--- src/rtl/apd_pkg.sv ---
package apd_pkg;

   typedef enum logic [1:0] {
      PC_LOW  = 2'd0,
      PC_HIGH = 2'd1,
      PC_SCL  = 2'd2,
      PC_SDA  = 2'd3
   } pin_class_e;

   typedef struct packed {
      logic seen0;
      logic seen1;
      logic sda_ok;
      logic scl_ok;
      logic disc;
   } track_t;

endpackage

--- src/rtl/apd_bus_events.sv ---
module apd_bus_events (
   input  logic clk,
   input  logic rst_n,
   input  logic sda_i,
   input  logic scl_i,
   output logic start_o,
   output logic stop_o,
   output logic active_o
);
   logic sda_q, scl_q, active_q;

   // both edges qualified by SCL being high before and after
   assign start_o  = scl_q & scl_i & sda_q & ~sda_i;
   assign stop_o   = scl_q & scl_i & ~sda_q & sda_i;
   assign active_o = active_q;

   always_ff @(posedge clk or negedge rst_n) begin
      if (!rst_n) begin
         sda_q    <= 1'b1;
         scl_q    <= 1'b1;
         active_q <= 1'b0;
      end else begin
         sda_q <= sda_i;
         scl_q <= scl_i;
         if (start_o)     active_q <= 1'b1;
         else if (stop_o) active_q <= 1'b0;
      end
   end
endmodule

--- src/rtl/apd_pin_classifier.sv ---
module apd_pin_classifier
   import apd_pkg::*;
#(
   parameter pin_class_e RESET_CLASS = PC_HIGH
) (
   input  logic       clk,
   input  logic       rst_n,
   input  logic       pin_i,
   input  logic       sda_i,
   input  logic       scl_i,
   input  logic       start_i,
   input  logic       stop_i,
   input  logic       active_i,
   input  logic       valid_i,
   output pin_class_e class_o
);
   track_t     trk_q, base, nxt;
   pin_class_e class_q, res;
   logic       res_ok, fresh;

   assign fresh = start_i & ~active_i;

   always_comb begin
      base = trk_q;
      if (fresh) begin
         base        = '0;
         base.sda_ok = 1'b1;
         base.scl_ok = 1'b1;
      end
      nxt       = base;
      nxt.seen0 = base.seen0 | ~pin_i;
      nxt.seen1 = base.seen1 | pin_i;
      if (sda_i != scl_i) begin
         nxt.disc = 1'b1;
         if (pin_i != sda_i) nxt.sda_ok = 1'b0;
         if (pin_i != scl_i) nxt.scl_ok = 1'b0;
      end
   end

   always_comb begin
      res    = pin_i ? PC_HIGH : PC_LOW;
      res_ok = 1'b1;
      if (nxt.seen0 && nxt.seen1) begin
         if (nxt.disc && nxt.sda_ok)      res = PC_SDA;
         else if (nxt.disc && nxt.scl_ok) res = PC_SCL;
         else                             res_ok = 1'b0;
      end
   end

   always_ff @(posedge clk or negedge rst_n) begin
      if (!rst_n) begin
         trk_q   <= '0;
         class_q <= RESET_CLASS;
      end else begin
         if (start_i || active_i) trk_q <= nxt;
         if (active_i && stop_i) begin
            if (res_ok) class_q <= res;
         end else if (!valid_i && !active_i && !start_i) begin
            class_q <= pin_i ? PC_HIGH : PC_LOW;
         end
      end
   end

   assign class_o = class_q;
endmodule

--- src/rtl/apd_class_encoder.sv ---
module apd_class_encoder
   import apd_pkg::*;
#(
   parameter bit HI_SIDE = 1'b0,
   parameter int GROUP_W = 4
) (
   input  pin_class_e         class_i,
   output logic [1:0]         code_o,
   output logic [GROUP_W-1:0] group_o
);
   generate
      if (HI_SIDE) begin : g_hi
         always_comb begin
            unique case (class_i)
               PC_SCL:  code_o = 2'b00;
               PC_SDA:  code_o = 2'b01;
               PC_LOW:  code_o = 2'b10;
               default: code_o = 2'b11;
            endcase
         end
      end else begin : g_lo
         always_comb begin
            unique case (class_i)
               PC_LOW:  code_o = 2'b00;
               PC_HIGH: code_o = 2'b01;
               PC_SCL:  code_o = 2'b10;
               default: code_o = 2'b11;
            endcase
         end
      end
   endgenerate

   assign group_o = (class_i == PC_LOW) ? '0 : '1;
endmodule

--- src/rtl/addr_pin_decoder.sv ---
module addr_pin_decoder
   import apd_pkg::*;
#(
   parameter int GROUP_W = 4,
   localparam int DEF_W  = 2 * GROUP_W
) (
   input  logic             clk,
   input  logic             rst_n,
   input  logic             sda_i,
   input  logic             scl_i,
   input  logic             ad_lo_i,
   input  logic             ad_hi_i,
   output logic [3:0]       addr_var_o,
   output logic [DEF_W-1:0] dflt_o,
   output logic             valid_o
);
   localparam int NPIN = 2;

   generate
      if (GROUP_W < 1) begin : g_bad_group
         $error("GROUP_W must be at least 1");
      end
   endgenerate

   logic               start_evt, stop_evt, active;
   logic               valid_q;
   logic [NPIN-1:0]    pins;
   pin_class_e         cls   [NPIN];
   logic [1:0]         codes [NPIN];
   logic [GROUP_W-1:0] grps  [NPIN];

   assign pins = {ad_hi_i, ad_lo_i};

   apd_bus_events u_events (
      .clk      (clk),
      .rst_n    (rst_n),
      .sda_i    (sda_i),
      .scl_i    (scl_i),
      .start_o  (start_evt),
      .stop_o   (stop_evt),
      .active_o (active)
   );

   generate
      for (genvar gi = 0; gi < NPIN; gi++) begin : g_pin
         apd_pin_classifier #(.RESET_CLASS(PC_HIGH)) u_cls (
            .clk      (clk),
            .rst_n    (rst_n),
            .pin_i    (pins[gi]),
            .sda_i    (sda_i),
            .scl_i    (scl_i),
            .start_i  (start_evt),
            .stop_i   (stop_evt),
            .active_i (active),
            .valid_i  (valid_q),
            .class_o  (cls[gi])
         );
         apd_class_encoder #(.HI_SIDE(gi == 1), .GROUP_W(GROUP_W)) u_enc (
            .class_i (cls[gi]),
            .code_o  (codes[gi]),
            .group_o (grps[gi])
         );
      end
   endgenerate

   always_ff @(posedge clk or negedge rst_n) begin
      if (!rst_n)                 valid_q <= 1'b0;
      else if (active && stop_evt) valid_q <= 1'b1;
   end

   assign addr_var_o = {codes[1], codes[0]};
   assign dflt_o     = {grps[1], grps[0]};
   assign valid_o    = valid_q;
endmodule

--- config.mk ---
export PLATFORM = sky130hd
export DESIGN_NAME = addr_pin_decoder
export DESIGN_NICKNAME = d
export VERILOG_FILES = /design/src/rtl/apd_pkg.sv /design/src/rtl/apd_bus_events.sv /design/src/rtl/apd_pin_classifier.sv /design/src/rtl/apd_class_encoder.sv /design/src/rtl/addr_pin_decoder.sv
export SDC_FILE = /design/constraint.sdc
export NUM_CORES = 1
export LEC_CHECK = 0
export BUFFER_PORTS_ARGS = -buffer_cell sky130_fd_sc_hd__buf_2
export CAP_MARGIN = 20
export CORE_MARGIN = 4
export CORE_UTILIZATION = 46
export CTS_CLUSTER_SIZE = 30
export DETAILED_ROUTE_END_ITERATION = 10
export PLACE_DENSITY = 0.67
export SYNTH_ARGS = -nofsm -noshare
export SYNTH_HDL_FRONTEND = slang
export SYNTH_SLANG_ARGS = --single-unit
export TNS_END_PERCENT = 10
--- constraint.sdc ---
create_clock -name clk -period 2.2 [get_ports clk]
set_input_delay 0 -clock clk [delete_from_list [all_inputs] [get_ports clk]]
set_output_delay 0 -clock clk [all_outputs]
set_load 0.03 [all_outputs]
==> impl_results.md <==
* Top_reg_cell synth: dfrtp_1
* Die width at 59.21 um
* Root Buffer: clkbuf_4
* Post-CTS sizing at 0
* WP data required at roughly 2.4 ns
* Setup ws final at ~0.44 ns
* Status: complete, no violations
* Period utilisation layout at 0.8004
* Io pins at 19
* Worst Path Max Fanout at 21
* DP Wirelength at between 1500 and 2000 um
* Hold_ws at 0.06196 ns
* Final Non-Filler Cells at 180
* Post-synthesis sequential area ratio at 0.3776
* Starting DRT DRC Count at 30
* Setup CP Type: in2reg
* Area after DPL at 1241 sq um
* CTS tree: built
* Initial Utilization at 0.4825
* Total CTS buffers at 3
* Crit path time final at 1.761 ns
* Largest net degree at the start of global routing at 22
* Maximum VDD drop at 0.6066 mV
* Final hold violations at 0
* Net switching power at 0.4231 mW
* Synth Instances at 140
* Clock slew at reported path FFs at ~0.10 ns
* Syn Nets at 146
* Via count at 1,011
* Fin area at ~1300 sq um
* Setup Fix Bufs, Post-CTS at 0
* Count of cell types in the netlist at 41
* Vias/cell at 5.617
* Standard-cell rows at 18
* First-pass GRT wire length at 4284 um
* Asr flop ratio synth at 1.000
* Placer Congestion at ~0.82
* Initial DRT Pass Iterations at 4
* Mapped Area at 1206 sq um
* Total grt overflow at 0
* Synthesis-to-layout area growth at 8.402%
* Setup TNS at 0 ns
* Total power at between 1 and 1.5 mW
* Worst skew pair latency at 0.30 ns
* Sw Ratio at 0.4173
* Die ar. at 3505 sq um
* Share of power burned in registers at 0.386
* Fillers at 230
* Die Y at 59.21 um
* Worst hold path class: in2reg
* Yosys Warn Count at 0
* Power per cell area at around 780 nW/um^2
* Final nets at roughly 160
* # H-tree levels at 1
* LEAKAGE at 0.5784 nW
* Combinational power share at 0.413
* WP data arrival at ~2.0 ns
* Worst slew pin tran at 0.4064 ns
* CTS sink cnt at 18
* Post-synth EDFFs at 0
* DR WL/cell at 14.03 um
* Final core occ at 0.5230
* Vias in the first global route at 954
* Clock network power share at 0.201
* Worst slew margin at 0.7291
* Yosys reg bits at 18
* Cell internal pwr at 0.5907 mW
* # diodes at 0
* DRC violations left at 0
* Max-slew violation count at 0
* CORE AREA at 2500 sq um
* Pre-CTS setup slack at around 0.48 ns
* IO Port Bufs at 18
* Drt total wl at 2525 um
* Crit end category: flop
* Ratio of cells with drive above 1 in the final layout at 0.2533
* Initial antenna violation count at 0
* RSZ-0062 raised after global routing: no
* Final ANT Viol Nets at 0
* Startpoint types: primary input
* Max frequency at roughly 570 MHz
* CTS Hold Buffers Added at 3
* CTS Buffer Depth at 2
* Post-Place Cells at roughly 170
* Setup Viol. Count Final at 0
* Global Route Usage Sum at 0.1611
* Synth Area per Inst at 8.615 sq um
* Max cap viols at 0
* Clock skew at 0.004410 ns
power by group through the flow:
stage | clock (mW) | combinational [mW] | sequential (mW)
after floorplan | 0 | 0.385 | 0.398
after global placement | 0 | 0.417 | 0.396
after detailed placement | 0 | 0.417 | 0.399
after CTS | 0.212 | 0.422 | 0.392
after global routing | 0.225 | 0.448 | 0.395
final | 0.203 | 0.419 | 0.391
area by class of cell:
type / instances / area (sq um) / area share
Inverter: 7 / 26.28 / 0.02010
Timing Repair Buffer: 22 / 127.6 / 0.09761
Sequential cell: 18 / 455.4 / 0.3483
Multi-Input combinational cell: 99 / 624.3 / 0.4775
Tap cell: 30 / 37.54 / 0.02871
Clock buffer: 4 / 36.28 / 0.02775
synthesized netlist by cell type, drive strengths merged, types with 2 or more instances:
cell    instances  area share
nand2b          6       0.031
a211oi          2       0.012
inv             7       0.022
a31oi           3       0.016
buf            10       0.064
o21ai          10       0.041
nand3           2      0.0083
clkbuf          6       0.019
nor2b           4       0.021
dfrtp          14        0.29
o31ai           2       0.012
a41oi           2       0.015
a21oi           9       0.037
mux2i           3       0.025
dfstp           4       0.087
o22ai           2       0.010
o211ai          3       0.019
mux2            2       0.019
nand2          14       0.044
a21boi          2       0.012
nor3            3       0.022
nor2           14       0.046
or2             2       0.010
critical path, stage by stage:
cell and delay (ns):
dlygate4sd3_1 0.52, buf_2 0.31, nand2_1 0.19, nor3_4 0.35, o211ai_1 0.18, nand3_1 0.12
mux2_2 0.33
kinds of logic (layout without fill, tap and decap cells):
family	after synthesis	after routing	synth area share
simple gates	51	51	0.2303
flops	18	18	0.3776
compound gates	42	42	0.2251
buf+inv	23	33	0.1048
mux	6	6	0.06224
metal layers:
metal	GRT usage	up-vias	share of wire
li1	-	510	-
met1	0.2326	463	0.49
met2	0.2356	34	0.43
met3	0.04575	4	0.070
met4	0.04207	0	0.013
met5	0	-	0
cells in the final DEF (no fill, tap or decap), types with 3 or more instances in the layout:
master / instances
a21oi_1: 9
a31oi_1: 3
buf_2: 18
clkbuf_4: 3
dfrtp_1: 14
dfstp_2: 4
dlygate4sd3_1: 3
inv_1: 7
mux2i_1: 3
nand2_1: 14
nand2b_1: 6
nor2_1: 13
nor2b_1: 4
o211ai_1: 3
o21ai_0: 10
path summary, 6_finish.rpt:
check / start / to / slack, ns / depth (start not counted)
setup / recovery: scl_i / g_pin[0].u_cls.class_o[0]$_DFFE_PN1P_ / 0.44 / 7
hold / removal: ad_lo_i / g_pin[0].u_cls.trk_q[4]$_DFFE_PN0P_ / 0.06 / 2
setup reg to reg: u_events.scl_q$_DFF_PN1_ / g_pin[0].u_cls.class_o[0]$_DFFE_PN1P_ / 0.46 / 5
hold reg to reg: g_pin[1].u_cls.class_o[0]$_DFFE_PN1P_ / g_pin[1].u_cls.class_o[0]$_DFFE_PN1P_ / 0.51 / 2
max in group asynchronous: rst_n / u_events.scl_q$_DFF_PN1_ / 1.73 / 2
min in group asynchronous: rst_n / g_pin[0].u_cls.trk_q[2]$_DFFE_PN0P_ / 0.15 / 2
sequential cells by signal, summed over array words and instances (netlist names):
signal	cells
u_events.active_o	1
u_events.scl_q	1
g_pin.u_cls.trk_q	10
u_events.sda_q	1
g_pin.u_cls.class_o	4
valid_o	1
(Power assumes the default switching activity.)
